`src/rtl/csd_kcm_pkg.sv`:
```
package csd_kcm_pkg;

  localparam int MAX_TERMS = 9;

  // Signed digit at position pos of the non-adjacent recoding of coef.
  function automatic int sd_digit(input int coef, input int pos);
    int x;
    int d;
    x = coef;
    d = 0;
    for (int i = 0; i <= pos; i++) begin
      if ((x & 1) != 0) d = 2 - (x & 3);
      else              d = 0;
      x = x - d;
      x = x >>> 1;
    end
    return d;
  endfunction

  // Position of the k-th non-zero digit, or -1 when fewer exist.
  function automatic int sd_term_pos(input int coef, input int width, input int k);
    int n;
    n = 0;
    for (int p = 0; p < width; p++) begin
      if (sd_digit(coef, p) != 0) begin
        if (n == k) return p;
        n++;
      end
    end
    return -1;
  endfunction

  // 1 when the k-th non-zero digit is -1 (operand subtracted).
  function automatic bit sd_term_neg(input int coef, input int width, input int k);
    int p;
    p = sd_term_pos(coef, width, k);
    if (p < 0) return 1'b0;
    return sd_digit(coef, p) < 0;
  endfunction

endpackage

```
`src/rtl/kcm_terms.sv`:
```
module kcm_terms
  import csd_kcm_pkg::*;
#(
  parameter int IN_W   = 27,
  parameter int COEF_W = 18,
  parameter int COEF   = 46341,
  parameter int PROD_W = IN_W + COEF_W
) (
  input  logic [IN_W-1:0]                    din,
  output logic [MAX_TERMS-1:0][PROD_W-1:0]   term
);

  logic [PROD_W-1:0] din_x;

  assign din_x = {{(PROD_W-IN_W){din[IN_W-1]}}, din};

  for (genvar k = 0; k < MAX_TERMS; k++) begin : g_term
    localparam int POS = sd_term_pos(COEF, COEF_W, k);
    if (POS < 0) begin : g_unused
      assign term[k] = '0;
    end else begin : g_shift
      assign term[k] = din_x << POS;
    end
  end

endmodule

```
`src/rtl/kcm_add3.sv`:
```
module kcm_add3 #(
  parameter int W     = 45,
  parameter bit PIPE  = 1'b1,
  parameter bit INV_A = 1'b0,
  parameter bit INV_B = 1'b0,
  parameter bit INV_C = 1'b0
) (
  input  logic         clk,
  input  logic         rst,
  input  logic [W-1:0] a,
  input  logic [W-1:0] b,
  input  logic [W-1:0] c,
  output logic [W-1:0] s
);

  // Each inverted operand needs a +1 to complete its negation.
  localparam int CIN = int'(INV_A) + int'(INV_B) + int'(INV_C);

  logic [W-1:0] oa, ob, oc, sum;

  assign oa  = INV_A ? ~a : a;
  assign ob  = INV_B ? ~b : b;
  assign oc  = INV_C ? ~c : c;
  assign sum = oa + ob + oc + W'(CIN);

  if (PIPE) begin : g_reg
    always_ff @(posedge clk) begin
      if (rst) s <= '0;
      else     s <= sum;
    end
  end else begin : g_comb
    assign s = sum;
  end

endmodule

```
`src/rtl/csd_kcm.sv`:
```
module csd_kcm
  import csd_kcm_pkg::*;
#(
  parameter int IN_W     = 27,
  parameter int COEF_W   = 18,
  parameter int COEF     = 46341,
  parameter bit PIPELINE = 1'b1,
  parameter int OUT_MSB  = IN_W + COEF_W - 1,
  parameter int OUT_LSB  = 0
) (
  input  logic                       clk,
  input  logic                       rst,
  input  logic                       valid_i,
  input  logic [IN_W-1:0]            din,
  output logic                       valid_o,
  output logic [OUT_MSB-OUT_LSB:0]   dout
);

  localparam int PROD_W = IN_W + COEF_W;
  localparam int GROUPS = MAX_TERMS / 3;

  logic [MAX_TERMS-1:0][PROD_W-1:0] term;
  logic [GROUPS-1:0][PROD_W-1:0]    part;
  logic [PROD_W-1:0]                prod;

  kcm_terms #(
    .IN_W(IN_W), .COEF_W(COEF_W), .COEF(COEF), .PROD_W(PROD_W)
  ) i_terms (
    .din(din), .term(term)
  );

  // First level: every operand slot passes through one adder, so the
  // second level never sees an unregistered operand.
  for (genvar g = 0; g < GROUPS; g++) begin : g_lvl1
    kcm_add3 #(
      .W(PROD_W), .PIPE(PIPELINE),
      .INV_A(sd_term_neg(COEF, COEF_W, 3*g)),
      .INV_B(sd_term_neg(COEF, COEF_W, 3*g+1)),
      .INV_C(sd_term_neg(COEF, COEF_W, 3*g+2))
    ) i_add (
      .clk(clk), .rst(rst),
      .a(term[3*g]), .b(term[3*g+1]), .c(term[3*g+2]),
      .s(part[g])
    );
  end

  kcm_add3 #(
    .W(PROD_W), .PIPE(PIPELINE), .INV_A(1'b0), .INV_B(1'b0), .INV_C(1'b0)
  ) i_add_final (
    .clk(clk), .rst(rst),
    .a(part[0]), .b(part[1]), .c(part[2]),
    .s(prod)
  );

  assign dout = prod[OUT_MSB:OUT_LSB];

  // Behavioural reference for the embedded properties only.
  logic signed [PROD_W-1:0] ref_prod;
  assign ref_prod = PROD_W'($signed(din)) * PROD_W'(signed'(COEF_W'(COEF)));

  if (PIPELINE) begin : g_vld_pipe
    logic [1:0] vld_q;
    logic [1:0] warm;

    always_ff @(posedge clk) begin
      if (rst) vld_q <= '0;
      else     vld_q <= {vld_q[0], valid_i};
    end
    assign valid_o = vld_q[1];

    always_ff @(posedge clk) begin
      if (rst)              warm <= '0;
      else if (warm != 2'd2) warm <= warm + 2'd1;
    end

    AST_VALID_ALIGN: assert property (@(posedge clk) disable iff (rst)
      (warm == 2'd2) |-> (valid_o == $past(valid_i, 2)));
    AST_EXACT_PRODUCT: assert property (@(posedge clk) disable iff (rst)
      (warm == 2'd2) |-> ($signed(prod) == $past(ref_prod, 2)));
    AST_RESET_CLEAR: assert property (@(posedge clk) disable iff (rst)
      $past(rst) |-> (!valid_o && prod == '0));
  end else begin : g_vld_comb
    assign valid_o = valid_i;

    AST_COMB_PRODUCT: assert property (@(posedge clk) disable iff (rst)
      ($signed(prod) == ref_prod) && (valid_o == valid_i));
  end

  if (COEF == 0) begin : g_zero_chk
    AST_ZERO_COEF: assert property (@(posedge clk) disable iff (rst)
      prod == '0);
  end

endmodule

```
`config.mk`:
```
export PLATFORM = sky130hd
export DESIGN_NAME = csd_kcm
export DESIGN_NICKNAME = d
export VERILOG_FILES = /design/src/rtl/csd_kcm_pkg.sv /design/src/rtl/kcm_terms.sv /design/src/rtl/kcm_add3.sv /design/src/rtl/csd_kcm.sv
export SDC_FILE = /design/constraint.sdc
export NUM_CORES = 1
export LEC_CHECK = 0
export CAP_MARGIN = 20
export CORE_UTILIZATION = 51
export CTS_BUF_LIST = sky130_fd_sc_hd__clkbuf_4 sky130_fd_sc_hd__clkbuf_8 sky130_fd_sc_hd__clkbuf_16
export DETAILED_ROUTE_END_ITERATION = 8
export GPL_ROUTABILITY_DRIVEN = 0
export PLACE_DENSITY = 0.79
export SLEW_MARGIN = 10
export SYNTH_ARGS = -nofsm -noshare
export SYNTH_HDL_FRONTEND = slang
export SYNTH_SLANG_ARGS = --single-unit
```
`constraint.sdc`:
```
create_clock -name clk -period 5.4 [get_ports clk]
set_input_delay 1.08 -clock clk [delete_from_list [all_inputs] [get_ports clk]]
set_output_delay 1.08 -clock clk [all_outputs]
set_load 0.01 [all_outputs]
```
# Yosys cells after proc, flatten, opt, wreduce, memory -nomap -nowiden
# Cells that the tools add are included.
totals:
  output_inout_bits: 46
  mem_bits_ro: 0
  latch_bits: 0
  ram_bits: 0
  mem_count: 0
  ff_bits: 180
  word_cells: 15
  input_bits: 30
classes:
  n_reduce_logical: 0
  shifts: 0
  n_lt_le_gt_ge: 0
  bitwise: 2
  n_div: 0
  n_mul: 0
  muxes: 0
  addsub: 7
  eq_ne: 0
op_table:
  columns: ["operator", "n"]
  rows:
  - ["45-bit adder", 4]
  - ["45-bit NOT", 2]
  - ["45-bit by 2-bit adder with 45-bit output, second input constant", 1]
  - ["30-bit by 35-bit adder with 36-bit output", 1]
  - ["27-bit by 29-bit adder with 30-bit output", 1]

# Longest topological paths before layout
depth:
  word_depth: 4
  depth_mapped: 14
  mapped_depth_nobuf: 14

# Modules after synthesis
# From an unflattened synthesis, not the netlist that was laid out.
hier_totals:
  hier_cells: 2559
  hier_area_um2: 21790.9
by_module_without_submodules:
  columns: ["mod", "cells_per_inst", "area_each_um2", "n_inst"]
  rows:
  - ["kcm_add3 (g_lvl1[1].i_add)", 634, 5133.7, 1]
  - ["kcm_add3 (g_lvl1[0].i_add)", 520, 4574.4, 1]
  - ["kcm_add3 (i_add_final)", 501, 4530.6, 1]
  - ["kcm_add3 (g_lvl1[2].i_add)", 494, 4455.5, 1]
  - ["kcm_terms", 406, 3044.2, 1]
  - ["csd_kcm", 4, 52.6, 1]

# Worst setup path after synthesis
# Ideal clock, no wire load.
synth_path:
  kind: "input-to-reg"
  from: "input din[4]"
  to: "register g_lvl1[1].i_add.s[36]"
  stages: 14
  setup_time_ps: 128
  t_required_ps: 5272
  arrival_time_ps: 3961
  path_slack_ps: 1311
  cell_sequence: "inv_1 > ha_1 > inv_1 > fa_1 > ha_1 > fa_1 > a21o_1 > a21oi_1 > o21ai_0 > a21oi_1 > o21ai_0 > o41ai_1 > xor2_1 > nor2_1"
synth_between:
  elab_chain_len: 4
synth_lines:
  columns: ["element", "line_no", "source"]
  rows:
  - ["from (decl)", "csd_kcm.sv:14", "input logic [IN_W-1:0] din,"]
  - ["45-bit NOT", "kcm_add3.sv:22", "assign ob = INV_B ? ~b : b;"]
  - ["45-bit adder", "kcm_add3.sv:24", "assign sum = oa + ob + oc + W'(CIN);"]
  - ["45-bit adder (*)", "kcm_add3.sv:24", null]
  - ["45-bit by 2-bit adder with 45-bit output (*)", "kcm_add3.sv:24", null]
  - ["to (signal assigned)", "kcm_add3.sv:29", "else s <= sum;"]
  - ["to (decl)", "kcm_add3.sv:13", "output logic [W-1:0] s"]
# Every way passes the cells marked *; elsewhere a longest branch is shown, timed or not.
# A chain may end at the register's enable or synchronous reset.

# Final worst setup path
layout_path:
  from: "input din[1]"
  to: "register g_lvl1[1].i_add.s[40]"
# Same word-level chain as after synthesis.

==> results.cfg <==
[logic_synthesis]
ys.flop_type = dfxtp_1
synth.area.mux_share_pct = 0.502
synth_warnings = 0
async_reset_ff_share_pct = 0
ys_seq_area_share_pct = 25.6
synth_edf_count = 0
synth_fa_ha_area_share_pct = 30.0
ys_types = 68
synth_top_family_by_area = adder cells
synth-seq-cells = 140
synth-simple-area-share_pct = 13.9
synth-xor-area-share_pct = 6.47
synth_compound_area_share_pct = 18.2
syn_area_per_cell_um2 = 8.98
synth.net_count = 1467
synthesis.area_mm2 = 0.0110
synthCells = 1220

[status]
outcome = finished clean

[finish]
final_area_mm2 = 0.0126
fin_cells = 1573
antenna_cells = 0
synthToLayoutAreaGrowth_pct = 14.9
nets = 1532
fillCellCount = 1733
layout-drive-gt1-share_pct = 5.47
mostFrequentLayoutCell = nor2_1
layout_common_cells = 148 x nor2_1, 141 x ha_1, 140 x dfxtp_1

[cts]
clk_latency_ns = 0.43
path_clk_slew_ns = 0.07
cts_sinks = 140
clockBufferDepth = 2
postCtsSetupRepairBufs = 0
cts_root_buf = clkbuf_16
cts-buffers-inserted = 17
htree_levels = 4
ctsResizeCount = 0
ctsHoldBuffers = 0
cts_tree = built

[hold_path]
hp-class = flip-flop to flip-flop
min_from = g_lvl1[0].i_add.s[5]

[grt]
grt_pass1_wl_mm = 41.3
antenna_found_initial = 0
grt_pass1_vias = 8462
track_usage_pct = 23.7
overflow = 0
grt_max_degree = 86

[detailed_routing]
initialDrtViolationCount = 592
vias = 8817
wl_per_cell_um = 16.0
vias_per_cell = 5.61
drtAntennaViolNets = 0
wl_mm = 25.1
drc_errors = 0
firstDrtPassIters = 5

[setup_path]
crit_path_end_kind = flip-flop
cp.required_ns = 5.67
cp_max_fo = 4
criticalPathCategory = primary input to flip-flop
arrival_ns = 4.99
cp-start-kind = primary input
r2r_start = g_lvl1[0].i_add.s[1]
worstSetupStartpoint = din[1]

[power_and_ir_drop]
ir_drop_mv = 0.209
total_power_mw = 5.52
p_leak_nw = 6.05
power_density_mw_per_mm2 = 438

[placed_design]
io_buffers = 75
place_area_mm2 = 0.0120
dp.cells = 1541
dpl.hpwl_mm = 20.0

[run]
maxCapViolCount = 0

[timing]
max_freq_ghz = 0.212
period_share_pct = 87.3
rsz0062_at_grt = no
holdWs_ns = 0.440
hold_viol = 0
fin_crit_ns = 4.71
fin_setup_tns_ns = 0
clock_skew_ns = 0.0124
slew_violations = 0
worstMarginPinSlew_ns = 0.881
setup_violations = 0
slew_headroom_pct = 41.3

[die]
die_w_um = 149
die_y_um = 149
die-area_mm2 = 0.0221
rows = 53
io_pins = 76
initial_core_util_pct = 52.1
coreArea_mm2 = 0.0210
[synth_stat cells, types with 31 or more instances]
cell      number  area [um^2]
a21o_1        67          503
a21oi_1       82          410
clkbuf_1      31          116
dfxtp_1      140         2800
fa_1          76         1520
ha_1         141         1760
inv_1        107          402
nand2_1       50          188
nor2_1       148          556
nor2b_1       31          194
o21ai_0       54          270
xnor2_1       38          333
xor2_1        43          377
[worst paths after layout]
kind | end | slack, ns | depth (start not counted)
setup / recovery | g_lvl1[1].i_add.s[40] | 0.69 | 14
hold reg to reg | i_add_final.s[5] | 0.44 | 1
hold / removal | i_add_final.s[5] | 0.44 | 1
setup reg to reg | i_add_final.s[43] | 2.00 | 12
[cell families (layout without fill, tap and decap cells)]
| group | Yosys count | after routing |
|---|---|---|
| flip-flops | 140 | 140 |
| XOR/XNOR | 81 | 81 |
| AND/OR/NAND/NOR | 322 | 322 |
| buffers and inverters | 153 | 231 |
| adder cells (fa/ha/maj) | 217 | 217 |
| multiplexers | 5 | 5 |
| AO/OA/AOI/OAI | 302 | 302 |
[power by group]
group	internal (mW)	switching [mW]
sequential	1.29	0.105
combinational	1.27	1.67
clock	0.707	0.467
[layout make-up]
class / instances / area, um^2 / share of cell area [%]
Multi-Input combinational cell: 927 / 7570 / 60.1
Sequential cell: 140 / 2800 / 22.3
Timing Repair Buffer: 92 / 876 / 6.96
Clock buffer: 19 / 447 / 3.55
Inverter: 107 / 402 / 3.19
Tap cell: 275 / 344 / 2.73
Clock inverter: 13 / 150 / 1.19
[registers in the layout, indices dropped and copies added (netlist names)]
register,cells
g_vld_pipe.vld_q,2
g_lvl1.i_add.s,93
i_add_final.s,45
[per-stage QoR]
| step | worst slack [ns] | util (%) |
|---|---|---|
| after CTS | 0.776 | 59.9 |
| after global routing | 0.486 | 59.9 |
| after detailed placement | 0.375 | 57.1 |
| after floorplan | 1.31 | - |
| final | 0.685 | 59.9 |
| after global placement | 0.444 | 57.1 |
[critical path, cell delays in order]
cell and delay (ns):
clkdlybuf4s50_1 0.61, inv_1 0.10, ha_1 0.23, fa_1 0.44
ha_1 0.25, fa_1 0.43, a21o_1 0.18, a21oi_1 0.20
o21ai_0 0.24, and4_1 0.26, a211oi_1 0.45, o21ai_0 0.26
xnor2_1 0.20, nor2_1 0.06
[routing by layer]
metal	vias up	global-route usage [%]	part of all wire [%]
li1	4329	-	-
met1	4131	33.4	48
met2	299	37.3	45
met3	58	2.76	5.3
met4	0	8.35	2.4
met5	-	0	0
Power figures use the tool's default switching activity.
